### src/rtl/can_acc_pkg.sv
package can_acc_pkg;

    localparam int ID_BYTES   = 4;
    localparam int BANK_BYTES = 8;
    localparam int HIT_W      = $clog2(BANK_BYTES);

    typedef enum logic [1:0] {
        FM_WIDE = 2'b00,
        FM_HALF = 2'b01,
        FM_BYTE = 2'b10,
        FM_SHUT = 2'b11
    } filt_mode_e;

endpackage

### src/rtl/acc_lane_match.sv
module acc_lane_match
    import can_acc_pkg::*;
#(
    parameter int IDB  = ID_BYTES,
    parameter int BNKB = BANK_BYTES
) (
    input  logic [8*IDB-1:0]  rx_id,
    input  logic [8*BNKB-1:0] code,
    input  logic [8*BNKB-1:0] mask,
    input  filt_mode_e        mode,
    output logic [BNKB-1:0]   lane_hit
);
    localparam int HALFB  = IDB / 2;
    localparam int WIDE_N = BNKB / IDB;
    localparam int HALF_N = BNKB / HALFB;

    logic [BNKB-1:0] ok_w, ok_h, ok_b;
    logic [BNKB-1:0] wide_hit, half_hit;

    // per bank byte: compare with the identifier byte each layout pairs it with
    for (genvar j = 0; j < BNKB; j++) begin : g_byte
        assign ok_w[j] = ((rx_id[8*(j % IDB) +: 8] ^ code[8*j +: 8]) & ~mask[8*j +: 8]) == 8'h00;
        assign ok_h[j] = ((rx_id[8*(j % HALFB) +: 8] ^ code[8*j +: 8]) & ~mask[8*j +: 8]) == 8'h00;
        assign ok_b[j] = ((rx_id[7:0] ^ code[8*j +: 8]) & ~mask[8*j +: 8]) == 8'h00;
    end

    for (genvar n = 0; n < BNKB; n++) begin : g_lane
        if (n < WIDE_N) begin : g_w
            assign wide_hit[n] = &ok_w[n*IDB +: IDB];
        end else begin : g_wn
            assign wide_hit[n] = 1'b0;
        end
        if (n < HALF_N) begin : g_h
            assign half_hit[n] = &ok_h[n*HALFB +: HALFB];
        end else begin : g_hn
            assign half_hit[n] = 1'b0;
        end
    end

    always_comb begin
        case (mode)
            FM_WIDE: lane_hit = wide_hit;
            FM_HALF: lane_hit = half_hit;
            FM_BYTE: lane_hit = ok_b;
            default: lane_hit = '0;
        endcase
    end
endmodule

### src/rtl/acc_low_pick.sv
module acc_low_pick #(
    parameter int N = 8,
    localparam int IW = $clog2(N)
) (
    input  logic [N-1:0]  req,
    output logic          any,
    output logic [IW-1:0] idx
);
    always_comb begin
        any = |req;
        idx = '0;
        for (int i = N - 1; i >= 0; i--) begin
            if (req[i]) idx = IW'(i);
        end
    end
endmodule

### src/rtl/acc_hit_queue.sv
module acc_hit_queue #(
    parameter int DEPTH = 4,
    parameter int W     = 3,
    localparam int PW   = (DEPTH > 1) ? $clog2(DEPTH) : 1,
    localparam int CW   = $clog2(DEPTH + 1)
) (
    input  logic         clk,
    input  logic         rst_n,
    input  logic         push,
    input  logic [W-1:0] din,
    input  logic         pop,
    output logic [W-1:0] head,
    output logic         full,
    output logic         empty
);
    typedef struct packed {
        logic [DEPTH-1:0][W-1:0] mem;
        logic [PW-1:0]           wp;
        logic [PW-1:0]           rp;
        logic [CW-1:0]           cnt;
    } q_t;

    q_t q_d, q_q;

    function automatic logic [PW-1:0] step(input logic [PW-1:0] p);
        return (p == PW'(DEPTH - 1)) ? '0 : p + 1'b1;
    endfunction

    always_comb begin
        q_d = q_q;
        if (push) begin
            q_d.mem[q_q.wp] = din;
            q_d.wp          = step(q_q.wp);
        end
        if (pop) q_d.rp = step(q_q.rp);
        case ({push, pop})
            2'b10:   q_d.cnt = q_q.cnt + 1'b1;
            2'b01:   q_d.cnt = q_q.cnt - 1'b1;
            default: q_d.cnt = q_q.cnt;
        endcase
    end

    always_ff @(posedge clk or negedge rst_n) begin
        if (!rst_n) q_q <= '0;
        else        q_q <= q_d;
    end

    assign head  = q_q.mem[q_q.rp];
    assign full  = (q_q.cnt == CW'(DEPTH));
    assign empty = (q_q.cnt == '0);

    // a push into a full queue must be paired with a pop
    assert_no_overflow_R11: assert property (@(posedge clk) disable iff (!rst_n)
        (push && full) |-> pop);
    // popping an empty queue is never requested
    assert_no_underflow_R12: assert property (@(posedge clk) disable iff (!rst_n)
        pop |-> !empty);
endmodule

### src/rtl/can_accept_filter.sv
module can_accept_filter
    import can_acc_pkg::*;
#(
    parameter int HQ_DEPTH = 4
) (
    input  logic                    clk,
    input  logic                    rst_n,
    input  logic [8*ID_BYTES-1:0]   rx_id,
    input  logic                    frame_done,
    input  logic [8*BANK_BYTES-1:0] acc_code,
    input  logic [8*BANK_BYTES-1:0] acc_mask,
    input  logic                    mode_wr,
    input  logic [1:0]              mode_wdata,
    input  logic                    init_req,
    input  logic                    init_ack,
    input  logic                    buf_load,
    output logic                    frame_accept,
    output logic [HIT_W-1:0]        hit_idx,
    output logic [1:0]              filter_mode
);
    typedef struct packed {
        filt_mode_e       mode;
        logic             accept;
        logic [HIT_W-1:0] hit;
    } st_t;

    st_t st_d, st_q;

    logic [BANK_BYTES-1:0] lane_hit;
    logic                  any_hit;
    logic [HIT_W-1:0]      low_idx;
    logic [HIT_W-1:0]      q_head;
    logic                  q_full, q_empty;
    logic                  pop, take;

    acc_lane_match #(.IDB(ID_BYTES), .BNKB(BANK_BYTES)) u_match (
        .rx_id    (rx_id),
        .code     (acc_code),
        .mask     (acc_mask),
        .mode     (st_q.mode),
        .lane_hit (lane_hit)
    );

    acc_low_pick #(.N(BANK_BYTES)) u_pick (
        .req (lane_hit),
        .any (any_hit),
        .idx (low_idx)
    );

    acc_hit_queue #(.DEPTH(HQ_DEPTH), .W(HIT_W)) u_queue (
        .clk   (clk),
        .rst_n (rst_n),
        .push  (take),
        .din   (low_idx),
        .pop   (pop),
        .head  (q_head),
        .full  (q_full),
        .empty (q_empty)
    );

    always_comb begin
        st_d = st_q;
        pop  = buf_load && !q_empty;
        take = frame_done && any_hit && (st_q.mode != FM_SHUT) && (!q_full || pop);
        if (mode_wr && init_req && init_ack) st_d.mode = filt_mode_e'(mode_wdata);
        st_d.accept = take;
        if (pop) st_d.hit = q_head;
    end

    always_ff @(posedge clk or negedge rst_n) begin
        if (!rst_n) st_q <= '{mode: FM_WIDE, accept: 1'b0, hit: '0};
        else        st_q <= st_d;
    end

    assign frame_accept = st_q.accept;
    assign hit_idx      = st_q.hit;
    assign filter_mode  = st_q.mode;

    // mode holds unless both initialization handshakes are high
    assert_mode_locked_R8: assert property (@(posedge clk) disable iff (!rst_n)
        !(init_req && init_ack) |=> $stable(filter_mode));
    // closed filter never flags an accept
    assert_shut_rejects_R6: assert property (@(posedge clk) disable iff (!rst_n)
        (filter_mode == 2'b11) |=> !frame_accept);
    // visible index moves only on a buffer load
    assert_hit_on_load_R9: assert property (@(posedge clk) disable iff (!rst_n)
        !buf_load |=> $stable(hit_idx));
    // accept only follows a frame strobe
    assert_accept_after_frame_R10: assert property (@(posedge clk) disable iff (!rst_n)
        !frame_done |=> !frame_accept);
endmodule

### config.mk
export PLATFORM = sky130hd
export DESIGN_NAME = can_accept_filter
export DESIGN_NICKNAME = d
export VERILOG_FILES = /design/src/rtl/can_acc_pkg.sv /design/src/rtl/acc_lane_match.sv /design/src/rtl/acc_low_pick.sv /design/src/rtl/acc_hit_queue.sv /design/src/rtl/can_accept_filter.sv
export SDC_FILE = /design/constraint.sdc
export NUM_CORES = 1
export LEC_CHECK = 0
export BUFFER_PORTS_ARGS = -buffer_cell sky130_fd_sc_hd__buf_2
export CORE_UTILIZATION = 46
export DETAILED_ROUTE_END_ITERATION = 8
export MAX_ROUTING_LAYER = met4
export PLACE_DENSITY = 0.82
export SYNTH_ARGS = -nofsm -noshare
export SYNTH_HDL_FRONTEND = slang
export SYNTH_SLANG_ARGS = --single-unit
### constraint.sdc
create_clock -name clk -period 3.8 [get_ports clk]
set_input_delay 0.76 -clock clk [delete_from_list [all_inputs] [get_ports clk]]
set_output_delay 0.76 -clock clk [all_outputs]
set_load 0.01 [all_outputs]
## After elaboration in Yosys (flattened, before gate mapping)

Index checks and enable logic that the tools add are counted.

| storage, ports and cells | value |
|---|---|
| register bits | 25 |
| latch bits | 0 |
| bits in writable memories | 0 |
| ROM bits | 0 |
| input port bits | 169 |
| output and inout port bits | 6 |
| memories | 0 |

| operators by class | value |
|---|---|
| add/subtract/negate cells | 4 |
| multipliers | 0 |
| divide/modulo/power cells | 0 |
| order comparisons | 3 |
| eq/ne operators | 8 |
| shifts and indexed selects | 0 |
| mux-type cells | 17 |
| bitwise logic cells | 40 |
| reductions and logical operators | 36 |

Operators with widths:

| cell | number |
|---|---|
| 8-bit bitwise AND | 16 |
| 8-bit logical NOT | 16 |
| 8-bit bitwise XOR | 16 |
| 8-bit NOT | 8 |
| 3-bit 2-to-1 mux | 10 |
| 8-bit one-hot mux with 3 select lines | 1 |
| 12-bit bitwise mux | 1 |
| 2-bit equality test, second input constant | 4 |
| 2-bit AND reduction | 4 |
| 4-bit AND reduction | 2 |
| 8-bit OR reduction | 1 |
| 1-bit logical AND | 7 |
| 3-bit binary-select mux with 2-bit select | 1 |
| 3-bit demux with 2-bit select | 1 |
| 2-bit by 3-bit less-than comparator with 1-bit output, second input constant | 2 |
| 3-bit one-hot mux with 2 select lines | 1 |
| 2-bit by 1-bit adder with 2-bit output, second input constant | 2 |
| 2-bit by 1-bit equality test with 1-bit output, second input constant | 2 |
| 2-bit 2-to-1 mux | 2 |
| 3-bit by 1-bit adder with 3-bit output, second input constant | 1 |
| 3-bit equality test, second input constant | 1 |
| 3-bit logical NOT | 1 |
| 3-bit by 1-bit subtractor with 3-bit output, second input constant | 1 |
| 2-bit by 1-bit greater-or-equal comparator with 1-bit output, second input constant | 1 |
| 5 further kinds | 6 |

## Logic depth before layout (Yosys ltp)

| logic depth | value |
|---|---|
| word-level depth | 14 |
| gate-level depth with buffers | 15 |
| depth with buffers taken out | 14 |

## Modules after synthesis

A second synthesis with hierarchy kept.

| unflattened totals | value |
|---|---|
| cell total of the unflattened synthesis | 346 |
| area total of the unflattened synthesis | 3,153.0 um2 |

Modules (own cells, without submodules):

| module | times used | cells each | area an instance (um2) | seq. area each (um2) |
|---|---|---|---|---|
| acc_lane_match | 1 | 251 | 1,896.8 | 0.0 |
| acc_hit_queue | 1 | 65 | 908.4 | 475.5 |
| can_accept_filter | 1 | 17 | 266.5 | 150.1 |
| acc_low_pick | 1 | 13 | 81.3 | 0.0 |

## Worst setup path before layout

Ideal clock, no wire load.

| timing path | value |
|---|---|
| path type | input-to-reg |
| start point | input rx_id[7] |
| end point | register u_queue.q_q[2] (netlist name) |
| data arrival time | 3.240 ns |
| data required time | 3.721 ns |
| path slack | 0.481 ns |
| cell stages on the path | 15 |
| cells stage by stage | buf_4 > xnor2_1 > o22ai_1 > nor4_1 > o2111ai_1 > o211ai_4 > nor4_4 > a21boi_4 > inv_1 > ha_1 > inv_1 > fa_1 > xor2_1 > nor2_1 > xor2_1 |

| on the way | value |
|---|---|
| longest elaborated chain between the ends | 11 |
| elaborated cells between the ends (all ways) | 39 |
| those cells by class | eq/ne (2); mux (2); bitwise (16); reduce/logical (19) |

Ends and longest elaborated chain:

| element | RTL line | source |
|---|---|---|
| start, declared | can_accept_filter.sv:8 | `input logic [8*ID_BYTES-1:0] rx_id,` |
| 8-bit bitwise XOR (on tied branches) | acc_lane_match.sv:22, acc_lane_match.sv:23, acc_lane_match.sv:24 |  |
| 8-bit bitwise AND (on tied branches) | acc_lane_match.sv:22, acc_lane_match.sv:23, acc_lane_match.sv:24 |  |
| 8-bit logical NOT (on tied branches) | acc_lane_match.sv:22, acc_lane_match.sv:23, acc_lane_match.sv:24 |  |
| 4-bit AND reduction or 2-bit AND reduction (tied branches) | acc_lane_match.sv:29, acc_lane_match.sv:34 |  |
| 8-bit one-hot mux with 3 select lines (*) | acc_lane_match.sv:41 | `case (mode)` |
| 8-bit OR reduction (*) | acc_low_pick.sv:10 | `any = \|req;` |
| 1-bit logical AND (*) (3 in series) | can_accept_filter.sv:64 | `take = frame_done && any_hit && (st_q.mode != FM_SHUT) && (!q_full \|\| pop);` |
| net take | can_accept_filter.sv:34 | `logic pop, take;` |
| 2-bit by 1-bit equality test with 1-bit output or 2-bit equality test (tied branches) | acc_hit_queue.sv:36 | `case ({push, pop})` |
| 3-bit one-hot mux with 2 select lines or 2-bit nonzero test (tied branches) | - |  |
| end signal, assigned | acc_hit_queue.sv:45 | `else q_q <= q_d;` |
| end, declared | acc_hit_queue.sv:23 | `q_t q_d, q_q;` |

The timed path passes the listed nets; every way through them passes the cells marked *.
A chain may end at the register's enable or synchronous reset.

## Worst setup path in the final report

| timing path | value |
|---|---|
| start point | input rx_id[2] |
| end point | register u_queue.q_q[2] (netlist name) |

The elaborated chain is that of the path after synthesis.

==> load_flow_metrics.sql <==
INSERT INTO impl_metrics (metric_group, metric, value, unit) VALUES
('route', 'num_vias', '3443', ''),
('clock_tree', 'postCtsSetupBuffers', '0', ''),
('route', 'drcViolationCount', '0', ''),
('global_routing', 'grt.total_usage', '0.328', ''),
('synthesis', 'synth_nets', '530', ''),
('layout', 'area_growth', '28.7', '%'),
('route', 'route.antenna.remaining_nets', '0', ''),
('placed_design', 'gp_congestion', '1.00', ''),
('layout', 'layout-drive-gt1-share', '0.394', ''),
('die', 'die_x', '86', 'um'),
('synthesis', 'edff_count_synth', '0', ''),
('sta', 'maxSlewViolCount', '0', ''),
('synthesis', 'ys_top_cells_by_count', 'sky130_fd_sc_hd__xnor2_1, sky130_fd_sc_hd__o22ai_1, sky130_fd_sc_hd__dfrtp_1', ''),
('die', 'die-area', '0.00740', 'sq mm'),
('power', 'static-leakage-power', '0.00178', 'uW'),
('sta', 'period_needed', '3590', 'ps'),
('worst_setup_path', 'worst-r2r-cell-count', '15', ''),
('clock_tree', 'max-clock-path-buffers', '2', ''),
('sta', 'clock_skew', '8.25', 'ps'),
('global_routing', 'grt.overflow.total', '0', ''),
('synthesis', 'seq_area_frac_synth', '0.193', ''),
('clock_tree', 'total_clock_sinks', '25', ''),
('worst_setup_path', 'critical_path_arrival', '3760', 'ps'),
('route', 'post_drt_wl_per_cell', '19.0', 'um'),
('clock_tree', 'cts_hold_repair.buffers', '0', ''),
('clock_tree', 'clockRootBuffer', 'sky130_fd_sc_hd__clkbuf_8', ''),
('sta', 'hold_viol_final', '0', ''),
('placed_design', 'place_worst_setup_slack', '-14.3', 'ps'),
('sta', 'final_worst_setup_slack', '208', 'ps'),
('sta', 'worst_slew_margin_rel', '0.338', ''),
('worst_setup_path', 'critical_path_class', 'input port to register', ''),
('synthesis', 'post_synth_inst_count', '354', ''),
('synthesis', 'most_common_cell_in_the_synthesized_netlist', 'sky130_fd_sc_hd__xnor2_1', ''),
('route', 'detail_route.first_pass.iterations', '4', ''),
('layout', 'diodes_inserted', '0', ''),
('worst_setup_path', 'start_kind', 'input port', ''),
('die', 'core_area', '0.00679', 'sq mm'),
('layout', 'finalInstanceArea', '0.00418', 'sq mm'),
('synthesis', 'synthArstFlopShare', '1.00', ''),
('synthesis', 'netlist_area', '0.00325', 'sq mm'),
('placed_design', 'dpl_cell_area', '0.00413', 'sq mm'),
('synthesis', 'synth_seq_cells', '25', ''),
('sta', 'finalCritPeriodShare', '0.945', ''),
('clock_tree', 'htreeDepth', '1', ''),
('clock_tree', 'tritoncts', 'built', ''),
('synthesis', 'netlist.area_leader.share', '0.345', ''),
('global_routing', 'grt_antenna_before_repair', '0', ''),
('sta', 'setup_repair_after_global_routing_missed_its_margin', 'false', ''),
('clock_tree', 'cts-buffers-inserted', '3', ''),
('global_routing', 'vias_in_the_first_global_route', '3595', ''),
('clock_tree', 'clk-insertion-delay-late', '280', 'ps'),
('layout', 'design.final.nets', '695', ''),
('die', 'io_pins', '175', ''),
('synthesis', 'unique_masters_post_synth', '44', ''),
('sta', 'finalSetupViolations', '0', ''),
('synthesis', 'synth_area_per_inst', '9.17', 'sq um'),
('clock_tree', 'cts.repair.resized', '0', ''),
('die', 'die-height', '86', 'um'),
('synthesis', 'yosysWarnings', '0', ''),
('route', 'postRouteWirelength', '11700', 'um'),
('power', 'highest_ir_drop_seen_on_vdd', '0.172', 'mV'),
('route', 'detail_route.vias_per_cell', '5.61', ''),
('clock_tree', 'path_clk_slew', '90', 'ps'),
('outcome', 'status', 'completed', ''),
('route', 'detailedRoute.firstIterationViolations', '202', ''),
('synthesis', 'yosys.area.top_type', 'sky130_fd_sc_hd__xnor2_1', ''),
('worst_setup_path', 'required', '3970', 'ps'),
('synthesis', 'postSynth.topFlopCell', 'sky130_fd_sc_hd__dfrtp_1', ''),
('placed_design', 'detailedPlacementHpwl', '9760', 'um'),
('sta', 'max_clock_freq', '0.278', 'GHz'),
('global_routing', 'grt_pass1_wl', '17800', 'um'),
('job', 'max_cap_violations', '0', ''),
('synthesis', 'yosys-top-cells-area', 'sky130_fd_sc_hd__xnor2_1, sky130_fd_sc_hd__dfrtp_1, sky130_fd_sc_hd__o22ai_1', ''),
('global_routing', 'grt_start_max_net_pins', '26', ''),
('power', 'p_per_area', '333', 'mW/mm^2'),
('die', 'std_cell_rows', '30', ''),
('sta', 'tightestPinTransition', '985', 'ps'),
('placed_design', 'placement.io_buffers', '174', ''),
('worst_setup_path', 'worst-path-max-fanout', '8', ''),
('worst_setup_path', 'crit_path_end_kind', 'register', ''),
('min_path', 'holdCritPathClass', 'input port to asynchronous set/reset pin', ''),
('die', 'initial_utilization', '0.478', '');
[area by class of cell]
cell class | count | area (sq um)
clock buffers | 3 | 41.3
clock inverters | 1 | 7.51
fillers | 618 | 2620
inverters | 11 | 41.3
multi-input cells | 301 | 2450
flip-flops and latches | 25 | 626
well taps | 96 | 120
repair buffers | 177 | 893
[stage by stage]
| stage | instances | util | hold slack (ps) | TNS [ps] | total power [uW] |
|---|---|---|---|---|---|
| global route | 614 | 0.615 | 487 | 0 | 1490 |
| floorplan | 354 | - | 452 | 0 | 948 |
| CTS | 614 | 0.615 | 469 | 0 | 1390 |
| finish | 614 | 0.615 | 452 | 0 | 1390 |
| detailed placement | 610 | 0.608 | 470 | -14.3 | 1220 |
| global placement | 610 | 0.608 | 462 | 0 | 1190 |
[sequential cells by signal, indices dropped and copies added (netlist names)]
name and flops:
frame_accept 1, u_queue.q_q 19, hit_idx 3, filter_mode 2
[layer usage]
metal | part of all wire | GRT usage
met1 | 0.39 | 0.375
met2 | 0.52 | 0.597
met3 | 0.070 | 0.0443
met4 | 0.020 | 0.0909
met5 | 0 | -
[placed cells by master, fill, tap and decap left out, drive strengths merged, types with 5 or more instances in the layout]
| cell | count |
|---|---|
| nor2 | 11 |
| nor3 | 9 |
| o22a | 6 |
| buf | 177 |
| dfrtp | 25 |
| ha | 6 |
| xnor2 | 129 |
| mux2 | 14 |
| inv | 11 |
| nor4 | 8 |
| mux2i | 5 |
| o211ai | 5 |
| o21ai | 9 |
| a21oi | 7 |
| o22ai | 49 |
| nand2 | 16 |
[worst paths after layout]
path                                 startpoint         endpoint  slack (ps)
worst min-delay path                      rst_n       hit_idx[0]         450
max in group asynchronous                 rst_n   u_queue.q_q[6]        2980
min in group clk                u_queue.q_q[18]  u_queue.q_q[18]         490
worst min register to register  u_queue.q_q[18]  u_queue.q_q[18]         490
worst max-delay path                   rx_id[2]   u_queue.q_q[2]         210
worst max register to register   filter_mode[1]   u_queue.q_q[2]         560
[power breakdown]
group,internal (uW),leakage (uW),switching (uW),total (uW)
clock,74.4,0.0000217,87.1,162
combinational,389,0.00144,379,768
sequential,373,0.000317,86.8,459
total,836,0.00178,553,1390
[logic make-up after synthesis]
logic type | synth area share
adders and majority gates | 0.0293
and+or+nand+nor | 0.0902
DFF | 0.193
buffers and inverters | 0.0532
xor gates and xnor gates | 0.356
muxes | 0.0871
AOI/OAI and AO/OA | 0.192
[critical path, cell delays in order]
cell	delay, ps
sky130_fd_sc_hd__buf_2	290
sky130_fd_sc_hd__xnor2_1	160
sky130_fd_sc_hd__o22ai_1	110
sky130_fd_sc_hd__nor4_1	690
sky130_fd_sc_hd__o2111ai_1	310
sky130_fd_sc_hd__o211ai_4	180
sky130_fd_sc_hd__nor4_4	130
sky130_fd_sc_hd__a21boi_4	170
sky130_fd_sc_hd__inv_1	50
sky130_fd_sc_hd__ha_1	210
sky130_fd_sc_hd__inv_1	90
sky130_fd_sc_hd__fa_1	200
sky130_fd_sc_hd__xor2_1	200
sky130_fd_sc_hd__nor2_1	70
sky130_fd_sc_hd__xor2_1	140
No activity file was read; power rests on OpenSTA's default activity.
